## config.mk

```make
export PLATFORM = sky130hd
export DESIGN_NAME = sio_cfg_port
export DESIGN_NICKNAME = d
export VERILOG_FILES = /design/src/rtl/sio_cfg_pkg.sv /design/src/rtl/sio_key_fsm.sv /design/src/rtl/sio_gpio_port.sv /design/src/rtl/sio_cfg_port.sv
export SDC_FILE = /design/constraint.sdc
export NUM_CORES = 1
export LEC_CHECK = 0
export CORE_ASPECT_RATIO = 1.75
export CORE_UTILIZATION = 40
export CTS_BUF_LIST = sky130_fd_sc_hd__clkbuf_8
export DETAILED_ROUTE_END_ITERATION = 10
export DONT_BUFFER_PORTS = 1
export SETUP_SLACK_MARGIN = 0.02
export SLEW_MARGIN = 10
export SYNTH_ARGS = -nofsm -noshare
export SYNTH_HDL_FRONTEND = slang
export SYNTH_SLANG_ARGS = --single-unit
```

## constraint.sdc

```tcl
create_clock -name clk_i -period 2.2 [get_ports clk_i]
set_clock_uncertainty 0.05 [all_clocks]
set_input_delay 0.44 -clock clk_i [delete_from_list [all_inputs] [get_ports clk_i]]
set_output_delay 0.44 -clock clk_i [all_outputs]
set_load 0.03 [all_outputs]
```

## src/rtl/sio_cfg_pkg.sv

```systemverilog
package sio_cfg_pkg;
  typedef enum logic [1:0] {ST_LOCKED, ST_KEY1, ST_OPEN} lock_st_e;

  localparam logic [7:0] KEY_ENTER     = 8'h87;
  localparam logic [7:0] KEY_EXIT      = 8'hAA;
  localparam logic [7:0] REG_LDN       = 8'h07;
  localparam logic [7:0] REG_ID_HI     = 8'h20;
  localparam logic [7:0] REG_ID_LO     = 8'h21;
  localparam logic [7:0] REG_PINMUX    = 8'h2C;
  localparam logic [7:0] REG_BANK_BASE = 8'h30;
  localparam logic [7:0] REG_PORT_EN   = 8'h30;
  localparam logic [7:0] REG_PORT_BASE = 8'hE0;
  localparam logic [1:0] PINMUX_GPIO   = 2'd2;

  // k: 0 direction, 1 data, 2 inversion
  function automatic logic [7:0] port_reg(int p, int k);
    return 8'(int'(REG_PORT_BASE) + 4 * p + k);
  endfunction
endpackage

```

## src/rtl/sio_key_fsm.sv

```systemverilog
module sio_key_fsm
  import sio_cfg_pkg::*;
(
  input  logic       clk_i,
  input  logic       rst_ni,
  input  logic       idx_wr_i,
  input  logic [7:0] wdata_i,
  output logic       open_o
);
  lock_st_e st_q;

  always_ff @(posedge clk_i or negedge rst_ni) begin
    if (!rst_ni) begin
      st_q <= ST_LOCKED;
    end else if (idx_wr_i) begin
      case (st_q)
        ST_LOCKED: st_q <= (wdata_i == KEY_ENTER) ? ST_KEY1 : ST_LOCKED;
        ST_KEY1:   st_q <= (wdata_i == KEY_ENTER) ? ST_OPEN : ST_LOCKED;
        ST_OPEN:   st_q <= (wdata_i == KEY_EXIT)  ? ST_LOCKED : ST_OPEN;
        default:   st_q <= ST_LOCKED;
      endcase
    end
  end

  assign open_o = (st_q == ST_OPEN);
endmodule

```

## src/rtl/sio_gpio_port.sv

```systemverilog
module sio_gpio_port #(
  parameter int unsigned PORT_W = 8
) (
  input  logic              clk_i,
  input  logic              rst_ni,
  input  logic              dir_we_i,
  input  logic              dat_we_i,
  input  logic              inv_we_i,
  input  logic [PORT_W-1:0] wdata_i,
  input  logic [PORT_W-1:0] pin_i,
  output logic [PORT_W-1:0] dir_o,
  output logic [PORT_W-1:0] inv_o,
  output logic [PORT_W-1:0] drive_o,
  output logic [PORT_W-1:0] rd_data_o
);
  logic [PORT_W-1:0] dir_q, dat_q, inv_q, sync1_q, sync2_q;

  always_ff @(posedge clk_i or negedge rst_ni) begin
    if (!rst_ni) begin
      dir_q   <= '1;
      dat_q   <= '0;
      inv_q   <= '0;
      sync1_q <= '0;
      sync2_q <= '0;
    end else begin
      if (dir_we_i) dir_q <= wdata_i;
      if (dat_we_i) dat_q <= wdata_i;
      if (inv_we_i) inv_q <= wdata_i;
      sync1_q <= pin_i;
      sync2_q <= sync1_q;
    end
  end

  assign dir_o     = dir_q;
  assign inv_o     = inv_q;
  assign drive_o   = dat_q ^ inv_q;
  assign rd_data_o = (dir_q & (sync2_q ^ inv_q)) | (~dir_q & dat_q);
endmodule

```

## src/rtl/sio_cfg_port.sv

```systemverilog
module sio_cfg_port
  import sio_cfg_pkg::*;
#(
  parameter int unsigned PORT_W   = 8,        // 1..8
  parameter int unsigned N_PORTS  = 2,        // 1..2
  parameter logic [15:0] CHIP_ID  = 16'hA235,
  parameter logic [7:0]  GPIO_LDN = 8'h09
) (
  input  logic                      clk_i,
  input  logic                      rst_ni,
  input  logic                      port_sel_i,
  input  logic                      wr_i,
  input  logic [7:0]                wdata_i,
  output logic [7:0]                rdata_o,
  input  logic [N_PORTS*PORT_W-1:0] gpio_in_i,
  output logic [N_PORTS*PORT_W-1:0] gpio_out_o,
  output logic [N_PORTS*PORT_W-1:0] gpio_oe_o
);
  localparam int unsigned PIN_N = N_PORTS * PORT_W;

  logic             key_open;
  logic [7:0]       idx_q, ldn_q, mf_q;
  logic [N_PORTS-1:0] en_q;
  logic             idx_wr, dat_wr, bank_hit, bank_we;
  logic [PORT_W-1:0] dir_w [N_PORTS];
  logic [PORT_W-1:0] inv_w [N_PORTS];
  logic [PORT_W-1:0] drv_w [N_PORTS];
  logic [PORT_W-1:0] rd_w  [N_PORTS];

  assign idx_wr   = wr_i & ~port_sel_i;
  assign dat_wr   = wr_i & port_sel_i & key_open;
  assign bank_hit = (idx_q >= REG_BANK_BASE) && (ldn_q == GPIO_LDN);
  assign bank_we  = dat_wr & bank_hit;

  sio_key_fsm i_key (
    .clk_i    (clk_i),
    .rst_ni   (rst_ni),
    .idx_wr_i (idx_wr),
    .wdata_i  (wdata_i),
    .open_o   (key_open)
  );

  always_ff @(posedge clk_i or negedge rst_ni) begin
    if (!rst_ni) begin
      idx_q <= '0;
      ldn_q <= '0;
      mf_q  <= '0;
      en_q  <= '0;
    end else begin
      if (idx_wr && key_open && wdata_i != KEY_EXIT) idx_q <= wdata_i;
      if (dat_wr && idx_q == REG_LDN)    ldn_q <= wdata_i;
      if (dat_wr && idx_q == REG_PINMUX) mf_q  <= wdata_i;
      if (bank_we && idx_q == REG_PORT_EN) en_q <= wdata_i[N_PORTS-1:0];
    end
  end

  for (genvar p = 0; p < N_PORTS; p++) begin : g_port
    logic func_ok, push_pull;
    localparam int unsigned LO = p * PORT_W;

    sio_gpio_port #(.PORT_W(PORT_W)) i_port (
      .clk_i     (clk_i),
      .rst_ni    (rst_ni),
      .dir_we_i  (bank_we && idx_q == port_reg(p, 0)),
      .dat_we_i  (bank_we && idx_q == port_reg(p, 1)),
      .inv_we_i  (bank_we && idx_q == port_reg(p, 2)),
      .wdata_i   (wdata_i[PORT_W-1:0]),
      .pin_i     (gpio_in_i[LO +: PORT_W]),
      .dir_o     (dir_w[p]),
      .inv_o     (inv_w[p]),
      .drive_o   (drv_w[p]),
      .rd_data_o (rd_w[p])
    );

    if (p == 0) begin : g_mux
      assign func_ok = (mf_q[1:0] == PINMUX_GPIO);
    end else begin : g_nomux
      assign func_ok = 1'b1;
    end
    assign push_pull = mf_q[6+p];

    assign gpio_out_o[LO +: PORT_W] = drv_w[p];
    assign gpio_oe_o[LO +: PORT_W]  = {PORT_W{en_q[p] & func_ok}} & ~dir_w[p]
                                      & (push_pull ? {PORT_W{1'b1}} : ~drv_w[p]);
  end

  always_comb begin
    rdata_o = 8'h00;
    if (!port_sel_i) begin
      rdata_o = key_open ? idx_q : 8'hFF;
    end else if (!key_open) begin
      rdata_o = 8'hFF;
    end else if (idx_q == REG_LDN) begin
      rdata_o = ldn_q;
    end else if (idx_q == REG_ID_HI) begin
      rdata_o = CHIP_ID[15:8];
    end else if (idx_q == REG_ID_LO) begin
      rdata_o = CHIP_ID[7:0];
    end else if (idx_q == REG_PINMUX) begin
      rdata_o = mf_q;
    end else if (bank_hit) begin
      if (idx_q == REG_PORT_EN) rdata_o = 8'(en_q);
      for (int p = 0; p < N_PORTS; p++) begin
        if (idx_q == port_reg(p, 0)) rdata_o = 8'(dir_w[p]);
        if (idx_q == port_reg(p, 1)) rdata_o = 8'(rd_w[p]);
        if (idx_q == port_reg(p, 2)) rdata_o = 8'(inv_w[p]);
      end
    end
  end

  logic unused_pin_n;
  assign unused_pin_n = (PIN_N == 0);
endmodule

```

# Yosys cells after proc, flatten, opt, wreduce, memory -nomap -nowiden
# Cells that the tools add are included.
# Widths: inputs -> output; s select.
# totals
reg_bits,108
in_bits,28
output_inout_bits,40
elab_cells,92
# classes
order_cmp,1
eq_ne,18
n_mux,21
n_bitwise,24
n_reduce_logical,13
# ops
cell,count
$mux 8,16
$and 8x8->8,8
$eq 8x8->1 const B,8
$eq 8x6->1 const B,4
$not 8->8,4
$xor 8x8->8,4
$or 8x8->8,2
$logic_and 1x1->1,12
$eq 8x3->1 const B,1
$eq 8x4->1 const B,1
$ge 8x6->1 const B,1
$ne 8x8->1 const B,1
$mux 2,3
$pmux 2 s3,1
$and 1x1->1,5
$eq 2x2->1 const B,2
$eq 2x1->1 const B,1
$logic_not 2->1,1
$mux 1,1
$not 1->1,1

# Logic depth before layout (Yosys ltp)
# Gate-level depths: netlist (run 1).
# depth
ltp_word,15
depth_mapped,7
ltp_nobuf,5

# Modules after synthesis
# From an unflattened synthesis (run 1), not the netlist that was laid out.
# hier_totals
cells_unflattened,496
area_unflattened_um2,5730.5
# modules_own_cells
mod,instances,cells_per_inst,area_each_um2,seq_area_each_um2
sio_gpio_port,2,99,1615.3,1011.0
sio_cfg_port,1,286,2354.8,650.6
sio_key_fsm,1,12,145.1,50.0

# Least setup slack after synthesis (run 1)
# Ideal clock, no wire load.
# synth_timing
path_type,register to output
startpoint,register idx_q[3]
endpoint,output rdata_o[7]
t_arrival_ns,2.245
required_ns,1.710
path_slack_ns,-0.535
path_stages_with_launch,6
path_buffers,1
path_cell_list,dfrtp_1 or4b_1 clkbuf_1 a2111oi_0 a221oi_1 o31ai_1
# synth_between
elab_chain_len,14
word_cells_on_any_way,25
cone_classes,order compare: 1; eq/ne: 10; mux: 13; reduce/logical: 1
# synth_lines
item,line,text
start: declaration,sio_cfg_port.sv:22,"logic [7:0] idx_q, ldn_q, mf_q;"
start signal: assignment,sio_cfg_port.sv:50,if (idx_wr && key_open && wdata_i != KEY_EXIT) idx_q <= wdata_i;
$eq 8x8->1,sio_cfg_port.sv:104,"if (idx_q == port_reg(p, 0)) rdata_o = 8'(dir_w[p]);"
$mux 8,sio_cfg_port.sv:104,
$mux 8,sio_cfg_port.sv:105,"if (idx_q == port_reg(p, 1)) rdata_o = 8'(rd_w[p]);"
$mux 8,sio_cfg_port.sv:106,"if (idx_q == port_reg(p, 2)) rdata_o = 8'(inv_w[p]);"
$mux 8,sio_cfg_port.sv:104,
$mux 8,sio_cfg_port.sv:105,
$mux 8,sio_cfg_port.sv:106,
$mux 8,sio_cfg_port.sv:101,end else if (bank_hit) begin
$mux 8,sio_cfg_port.sv:99,end else if (idx_q == REG_PINMUX) begin
$mux 8,sio_cfg_port.sv:97,end else if (idx_q == REG_ID_LO) begin
$mux 8,sio_cfg_port.sv:95,end else if (idx_q == REG_ID_HI) begin
$mux 8 (*),sio_cfg_port.sv:93,end else if (idx_q == REG_LDN) begin
$mux 8 (*),sio_cfg_port.sv:91,end else if (!key_open) begin
$mux 8 (*),sio_cfg_port.sv:89,if (!port_sel_i) begin
end: declaration,sio_cfg_port.sv:14,"output logic [7:0] rdata_o,"
# Every way passes the cells marked *; elsewhere a longest branch is shown, timed or not.

# Final worst setup path (run 1)
# layout_timing
startpoint,register idx_q[6]
endpoint,output rdata_o[7]
# Same word-level chain as after synthesis.

==> results.json, run 1 <==
{
  "fin_crit_sh": 1.30,
  "fin_crit_ns": 2.86,
  "syn_inst": 466,
  "hold-worst-slack_ns": -0.311,
  "drc": 0,
  "portBuffers": 0,
  "holdCritPathClass": "in -> async",
  "leakagePower_nw": 3.39,
  "clock_path_buffers": 2,
  "fin_nets": 619,
  "drive_above_1_share": 0.530,
  "fp.dieArea_um2": 14300,
  "antenna_found_initial": 0,
  "hold_viol_final": 108,
  "max_slew_margin": 0.726,
  "start_util": 0.411,
  "placed_area_um2": 6670,
  "path_max_fanout": 4,
  "crit_family": "simple AND/OR/NAND/NOR gates",
  "cp.required_ns": 1.71,
  "power.density_nw_per_um2": 780,
  "synth_warnings": 0,
  "die_h_um": 158,
  "worstPathArrival_ns": 2.37,
  "synth_top_area_share": 0.416,
  "yosysTopAreaCell": "dfrtp_1",
  "final_area_um2": 7510,
  "worstMarginPinSlew_ns": 0.410,
  "synth_nets": 494,
  "cts_buffers": 9,
  "setup_ws_ns": -0.661,
  "slew_violations": 0,
  "mostFrequentLayoutCell": "buf_4",
  "r2r_start": "idx_q[3]",
  "dp_hpwl_mm": 12.1,
  "area_growth_syn_to_layout_pct": 35.9,
  "max_stage_delay_ns": 0.60,
  "wl_per_cell_um": 22.3,
  "io_pins": 68,
  "drt-pass1-iter-count": 4,
  "rows": 56,
  "drt_iter0_drc": 299,
  "clk_pin_slew_ns": 0.12,
  "finalWirelength_mm": 17.2,
  "status": "complete, but fails checks",
  "cp_cell_sequence": "or4b_4 -> buf_6 -> nor3_4 -> a22o_1 -> a211oi_2 -> buf_4 -> o31ai_4 -> buf_12",
  "insertion_delay_ns": 0.38,
  "synth_area_leaders": "dfrtp_1 42%, mux2_2 13%, dfstp_2 7.6%",
  "vias_per_cell": 5.75,
  "fin_util": 0.558,
  "yosysUniqueCellTypes": 74,
  "critPathBufInv": 3,
  "insertedDiodeCount": 0,
  "ys_ff_latch": 108,
  "worst-setup-path-type": "reg -> out",
  "final_cell_mix": "110 x buf_4, 90 x dfrtp_1, 47 x mux2_4",
  "clockRootBuffer": "clkbuf_8",
  "peakVddDrop_mv": 0.430,
  "cts_max_level": 3,
  "ys_seq_area_frac": 0.493,
  "cts.sinks": 108,
  "synth_area_um2": 5530,
  "cts_tree": "yes",
  "fmax_mhz": 349,
  "vias": 4430,
  "endpoint_kind": "primary output",
  "rsz0062_at_grt": "true",
  "violations": "hold timing, setup timing",
  "nFillCells": 1134,
  "die_w_um": 90.9,
  "crit_start": "idx_q[6]",
  "grt_pass1_wl_mm": 25.8,
  "setup_violations": 43,
  "track_usage": 0.241,
  "maxCapViolCount": 0,
  "gp_congestion": 0.978,
  "startpoint_type": "register",
  "total_power_mw": 5.86,
  "grt_overflow": 0,
  "ys.flop_type": "dfrtp_1",
  "cp_slowest_cell": "or4b_4",
  "fp.coreArea_um2": 13500,
  "ant_nets": 0,
  "async_reset_ff_frac": 1.00,
  "syn_area_per_cell_um2": 11.9,
  "grt_max_degree": 109,
  "synth_edf_count": 0,
  "first_global_vias": 4583
}
## cells by family (layout without fill, tap and decap cells)
| logic type | after synthesis | in the layout | synth area share |
|---|---|---|---|
| AO/OA/AOI/OAI | 101 | 101 | 0.129 |
| XOR/XNOR | 31 | 31 | 0.0491 |
| buffers and inverters | 37 | 167 | 0.0373 |
| flip-flops | 108 | 108 | 0.493 |
| multiplexers | 71 | 71 | 0.149 |
| AND/OR/NAND/NOR | 118 | 118 | 0.143 |
## final cells by class
cell class                 instances  area, um^2  area share
clock buffer                      11         151      0.0202
clock inverter                     5        52.6     0.00700
inverter                          10        41.3     0.00550
multi-input combinational        321        3070       0.408
sequential                       108        2730       0.363
tap                              174         218      0.0290
timing repair buffer             141        1260       0.167
## metal layers
layer | track usage | share of wire
met3 | 0.0357 | 0.041
met1 | 0.272 | 0.38
met2 | 0.440 | 0.53
met5 | 0 | 0
met4 | 0.119 | 0.052
## state kept, by name (all words and copies together), names as in the netlist
register               count
idx_q                      8
mf_q                       8
g_port.i_port.dat_q       16
ldn_q                      8
g_port.i_port.sync1_q     16
g_port.i_port.dir_o       16
g_port.i_port.sync2_q     16
i_key.st_q                 2
en_q                       2
g_port.i_port.inv_o       16
## report_power, final
| part | total, mW | switching [mW] | internal [mW] |
|---|---|---|---|
| clock | 1.25 | 0.748 | 0.501 |
| sequential | 2.22 | 0.117 | 2.11 |
| combinational | 2.39 | 1.20 | 1.19 |
## cell usage after synthesis (6+ instances only)
cell       number
a2bb2oi_1       6
xor2_1         16
nor3_1          6
mux2_4          6
inv_1           8
nor2_1         26
xnor2_1        15
o21ai_0        19
nand3_1        11
a21oi_1        19
nand2b_1       14
dfrtp_1        92
clkbuf_1       12
nand2_1        12
a211oi_1       12
dfstp_2        16
mux2_2         63
## path summary, 6_finish.rpt
| kind | endpoint | slack (ns) | cells after the start |
|---|---|---|---|
| setup / recovery | rdata_o[7] | -0.66 | 8 |
| hold / removal | g_port[1].i_port.inv_o[6] | -0.31 | 0 |
| setup reg to reg | g_port[0].i_port.inv_o[3] | -0.12 | 7 |
| hold reg to reg | g_port[1].i_port.sync2_q[5] | 0.31 | 0 |
| max in group asynchronous | g_port[0].i_port.dir_o[4] | 2.16 | 0 |
| min in group clk_i | g_port[0].i_port.sync1_q[1] | 0.03 | 0 |
## through the flow
step	std cells	TNS, ns	hold slack, ns	worst slack, ns
3_5_place_dp	731	-14.66	0.0979	-0.419
4_1_cts	760	-6.64	-0.324	-0.670
3_3_place_gp	731	-12.96	0.0974	-0.357
6_report	770	-6.79	-0.311	-0.661
5_1_grt	770	-9.55	-0.339	-0.724
2_1_floorplan	466	-0.964	0.0944	-0.166
## worst reg2reg max path: cells and delay by family (launching register included)
family | cells | cell delay, ns
multiplexers | 1 | 0.34
AND/OR/NAND/NOR | 2 | 0.79
flip-flops | 1 | 0.41
buffers and inverters | 4 | 0.62
## what timing repair did
item | 4_1_cts | 5_1_grt
cloned | 0 | 1
setup endpoints to repair | 72 | 69
buffers inserted | 14 | 9
hold endpoints to repair | 108 | 110
pin swaps | 23 | 21
resized for setup | 48 | 57
Power figures use the tool's default switching activity.
==> run 2: changes to the inputs <==
--- a/config.mk
+++ b/config.mk
@@ -10,6 +10,7 @@
 export CTS_BUF_LIST = sky130_fd_sc_hd__clkbuf_8
 export DETAILED_ROUTE_END_ITERATION = 10
 export DONT_BUFFER_PORTS = 1
+export RECOVER_POWER = 100
 export SETUP_SLACK_MARGIN = 0.02
 export SLEW_MARGIN = 10
 export SYNTH_ARGS = -nofsm -noshare
==> run 2 against run 1 <==
Compared with the run above:
- the flow still finishes with violations (hold timing, setup timing)
- clock-buffer cell count unchanged
- design area decreased by 1.3%
- sequential power about the same
- fmax is 0.15% lower
- global-route usage stayed put
- non-clock buffer count did not move
- final cell count is the same
- register-to-register slack is essentially flat
- critical path type unchanged
- largest power group unchanged
==> results.json, run 2 (synthesis gave the netlist of run 1 again) <==
{
  "ant_nets": 0,
  "clockRootBuffer": "clkbuf_8",
  "place_inst": 731,
  "grt_pass1_wl_mm": 25.8,
  "leakagePower_nw": 3.30,
  "crit_start": "idx_q[6]",
  "met2_length_mm": 9.07,
  "fin_crit_ns": 2.87,
  "slew_violations": 0,
  "setup_violations": 45,
  "rsz0062_at_grt": "true",
  "max_slew_margin": 0.647,
  "io_pins": 68,
  "clk_pin_slew_ns": 0.12,
  "cp_cell_sequence": "or4b_4 -> buf_6 -> nor3_4 -> a22o_1 -> a211oi_2 -> buf_4 -> o31ai_4 -> buf_12",
  "status": "complete, but fails checks",
  "mostFrequentLayoutCell": "dfrtp_1",
  "antenna_found_initial": 0,
  "wl_per_cell_um": 22.3,
  "hold-worst-slack_ns": -0.309,
  "path_max_fanout": 4,
  "insertedDiodeCount": 0,
  "placed_area_um2": 6670,
  "startpoint_type": "register",
  "cp.required_ns": 1.71,
  "fp.dieArea_um2": 14300,
  "finalNonFillerCells": 770,
  "first_global_vias": 4583,
  "max_stage_delay_ns": 0.60,
  "setup_ws_ns": -0.666,
  "clock_path_buffers": 2,
  "r2r_start": "idx_q[3]",
  "gp_congestion": 0.978,
  "drt_iter0_drc": 352,
  "insertion_delay_ns": 0.38,
  "grt_max_degree": 109,
  "critPathBufInv": 3,
  "fmax_mhz": 349,
  "fin_crit_sh": 1.30,
  "wl_met3_um": 818,
  "hold_viol_final": 108,
  "reg2regPathDepth": 7,
  "vias": 4471,
  "holdCritPathClass": "in -> async",
  "cts_max_level": 3,
  "cp_slowest_cell": "or4b_4",
  "cts_buffers": 9,
  "violations": "hold timing, setup timing",
  "fin_nets": 619,
  "endpoint_kind": "primary output",
  "final_cell_mix": "90 x dfrtp_1, 82 x buf_4, 47 x mux2_4",
  "peakVddDrop_mv": 0.428,
  "cts_tree": "yes",
  "fp.coreArea_um2": 13500,
  "die_w_um": 90.9,
  "crit_cells": 8,
  "cts.sinks": 108,
  "finalWirelength_mm": 17.2,
  "top_layer": "met4",
  "vias_per_cell": 5.81,
  "worstMarginPinSlew_ns": 0.530,
  "die_h_um": 158,
  "fin_tns_setup_ns": -6.78,
  "power.density_nw_per_um2": 790,
  "wl_met1_mm": 6.43,
  "final_area_um2": 7410,
  "dp_slack_ns": -0.419,
  "start_util": 0.411,
  "total_power_mw": 5.85,
  "dp_hpwl_mm": 12.1,
  "worst-setup-path-type": "reg -> out",
  "crit_family": "simple AND/OR/NAND/NOR gates",
  "drc": 0,
  "grt_overflow": 0,
  "area_growth_syn_to_layout_pct": 34.1,
  "portBuffers": 0,
  "drt-pass1-iter-count": 4,
  "worstPathArrival_ns": 2.38,
  "rows": 56,
  "drive_above_1_share": 0.495,
  "maxCapViolCount": 0,
  "track_usage": 0.241
}
-- run 2: power breakdown --
part / leakage [nW] / total (mW) / switching, mW / internal, mW
combinational: 1.85 / 2.38 / 1.20 / 1.19
sequential: 1.35 / 2.22 / 0.117 / 2.11
clock: 0.101 / 1.25 / 0.746 / 0.501
-- run 2: repair_timing --
action                                  4_1_cts  5_1_grt
setup buffers                                14        9
hold endpoints to repair                    108      110
gates resized for setup                      48       57
pin swaps                                    23       21
gates cloned                                  0        1
endpoints found under the setup margin       72       69
-- run 2: path summary, 6_finish.rpt --
kind / slack [ns] / end
setup / recovery: -0.67 / rdata_o[7]
hold / removal: -0.31 / g_port[1].i_port.inv_o[2]
setup reg to reg: -0.11 / g_port[0].i_port.inv_o[3]
hold reg to reg: 0.31 / g_port[1].i_port.sync2_q[5]
max in group asynchronous: 2.16 / g_port[0].i_port.dir_o[4]
min in group clk_i: 0.03 / g_port[0].i_port.sync1_q[5]
-- run 2: area by class of cell --
class	instances	area [um^2]
inverters	10	41.3
well taps	174	218
clock buffers	11	151
repair buffers	141	1160
flip-flops and latches	108	2730
fillers	1157	6040
multi-input cells	321	3060
clock inverters	5	52.6
-- run 2: stage by stage --
stage | util | hold WS (ns)
5_1_grt | 0.551 | -0.339
3_3_place_gp | 0.496 | 0.0974
2_1_floorplan | - | 0.0944
4_1_cts | 0.537 | -0.324
6_report | 0.551 | -0.309
3_5_place_dp | 0.496 | 0.0979
-- run 2: routing by layer --
metal	up-vias	track usage
met5	-	0
met4	0	0.119
met3	55	0.0357
met2	158	0.440
met1	2288	0.272
li1	1970	-
==> run 3: changes to the inputs <==
==> constraint.sdc (replaced) <==
create_clock -name clk_i -period 3.4 [get_ports clk_i]
set_clock_uncertainty 0.05 [all_clocks]
set_input_delay 0.68 -clock clk_i [delete_from_list [all_inputs] [get_ports clk_i]]
set_output_delay 0.68 -clock clk_i [all_outputs]
set_load 0.03 [all_outputs]
==> run 3 against run 2 <==
Compared with the run above:
- the flow finishes with violations (capacitance limit, slew limit)
- worst setup slack better by 0.74 ns
- clock power down 37%
- via count down 11%
- sequential power down 32%
- non-clock buffer count down 99
- hold slack better by 0.38 ns
- global-route usage down 1.6 points
- critical path type unchanged
- critical endpoint is now rdata_o[6]
- largest power group is now sequential cells
==> results.json, run 3 (synthesis gave the netlist of run 1 again) <==
{
  "io_pins": 68,
  "grt_overflow": 0,
  "start_util": 0.411,
  "cts_buffers": 9,
  "violations": "capacitance limit, slew limit",
  "reg2regPathDepth": 6,
  "rsz0062_at_grt": "true",
  "hold_viol_final": 0,
  "fp.coreArea_um2": 13500,
  "worstPathArrival_ns": 2.59,
  "cp.required_ns": 2.67,
  "fp.dieArea_um2": 14300,
  "fin_nets": 520,
  "setup_violations": 0,
  "vias_per_cell": 5.96,
  "ant_nets": 0,
  "max_slew_margin": -0.529,
  "dp_hpwl_mm": 11.1,
  "crit_cells": 6,
  "mostFrequentLayoutCell": "dfrtp_1",
  "clock_path_buffers": 2,
  "peakVddDrop_mv": 0.251,
  "cp_cell_sequence": "or3b_1 -> o32a_1 -> a2bb2oi_1 -> or3_1 -> a21oi_1 -> buf_4",
  "maxCapViolCount": 1,
  "status": "complete, but fails checks",
  "total_power_mw": 3.21,
  "worstMarginPinSlew_ns": 2.29,
  "insertedDiodeCount": 0,
  "power.density_nw_per_um2": 538,
  "first_global_vias": 4101,
  "final_area_um2": 5960,
  "startpoint_type": "register",
  "crit_family": "simple AND/OR/NAND/NOR gates",
  "vias": 3999,
  "antenna_found_initial": 0,
  "leakagePower_nw": 2.56,
  "grt_pass1_wl_mm": 24.0,
  "setup_ws_ns": 0.0759,
  "clockRootBuffer": "clkbuf_8",
  "drc": 0,
  "slew_violations": 93,
  "path_max_fanout": 8,
  "critPathBufInv": 1,
  "clk_pin_slew_ns": 0.11,
  "cp_slowest_cell": "dfrtp_2",
  "fin_crit_ns": 3.32,
  "drt-pass1-iter-count": 5,
  "wl_per_cell_um": 22.9,
  "endpoint_kind": "primary output",
  "insertion_delay_ns": 0.38,
  "fin_crit_sh": 0.978,
  "cts.sinks": 108,
  "cts_tree": "yes",
  "die_w_um": 90.9,
  "track_usage": 0.225,
  "drt_iter0_drc": 315,
  "max_stage_delay_ns": 0.49,
  "gp_congestion": 0.989,
  "finalWirelength_mm": 15.4,
  "place_inst": 649,
  "area_growth_syn_to_layout_pct": 7.88,
  "cts_max_level": 3,
  "holdCritPathClass": "in -> async",
  "drive_above_1_share": 0.298,
  "final_cell_mix": "89 x dfrtp_1, 63 x mux2_2, 27 x nor2_1",
  "worst-setup-path-type": "reg -> out",
  "dp_slack_ns": 0.367,
  "fin_tns_setup_ns": 0,
  "fin_util": 0.443,
  "finalNonFillerCells": 671,
  "die_h_um": 158,
  "portBuffers": 0,
  "fmax_mhz": 301,
  "grt_max_degree": 93,
  "rows": 56,
  "placed_area_um2": 5850,
  "hold-worst-slack_ns": 0.0716
}
-- run 3: changes by cell type in the layout (fill, tap and decap cells not counted), sizes merged --
cell	previous run	this run
clkinvlp	2	0
clkinv	2	4
buf	111	19
clkbuf	39	33
dlygate4sd3	2	0
inv	11	12
-- run 3: power by group --
part           switching (mW)  internal [mW]
clock network           0.481          0.302
logic                   0.524          0.404
registers               0.136           1.36
-- run 3: layout make-up --
| cell class | instances | area, um^2 |
|---|---|---|
| Inverter | 10 | 37.5 |
| Clock buffer | 10 | 138 |
| Multi-Input combinational cell | 321 | 2550 |
| Clock inverter | 6 | 57.6 |
| Timing Repair Buffer | 42 | 240 |
| Tap cell | 174 | 218 |
| Fill cell | 1316 | 7490 |
| Sequential cell | 108 | 2730 |
-- run 3: worst paths after layout --
kind / startpoint / to / slack (ns)
setup / recovery: idx_q[2] / rdata_o[6] / 0.08
hold / removal: rst_ni / g_port[1].i_port.dir_o[2] / 0.07
setup reg to reg: ldn_q[4] / g_port[1].i_port.dir_o[7] / 0.47
hold reg to reg: g_port[1].i_port.sync1_q[1] / g_port[1].i_port.sync2_q[1] / 0.31
max in group asynchronous: rst_ni / idx_q[3] / 0.93
min in group clk_i: gpio_in_i[10] / g_port[1].i_port.sync1_q[2] / 0.25
-- run 3: routing by layer --
| metal | GRT usage | wire (um) | vias up | part of all wire |
|---|---|---|---|---|
| li1 | - | - | 1770 | - |
| met5 | 0 | 0 | - | 0 |
| met3 | 0.0415 | 765 | 32 | 0.050 |
| met4 | 0.0952 | 515 | 0 | 0.034 |
| met2 | 0.401 | 8080 | 145 | 0.53 |
| met1 | 0.263 | 6010 | 2052 | 0.39 |
-- run 3: timing repair --
item	in CTS	in global routing
pin swaps	0	2
gates resized for setup	6	8
hold buffers	1	0
setup buffers	0	5
setup endpoints to repair	7	8
hold endpoints to repair	92	0
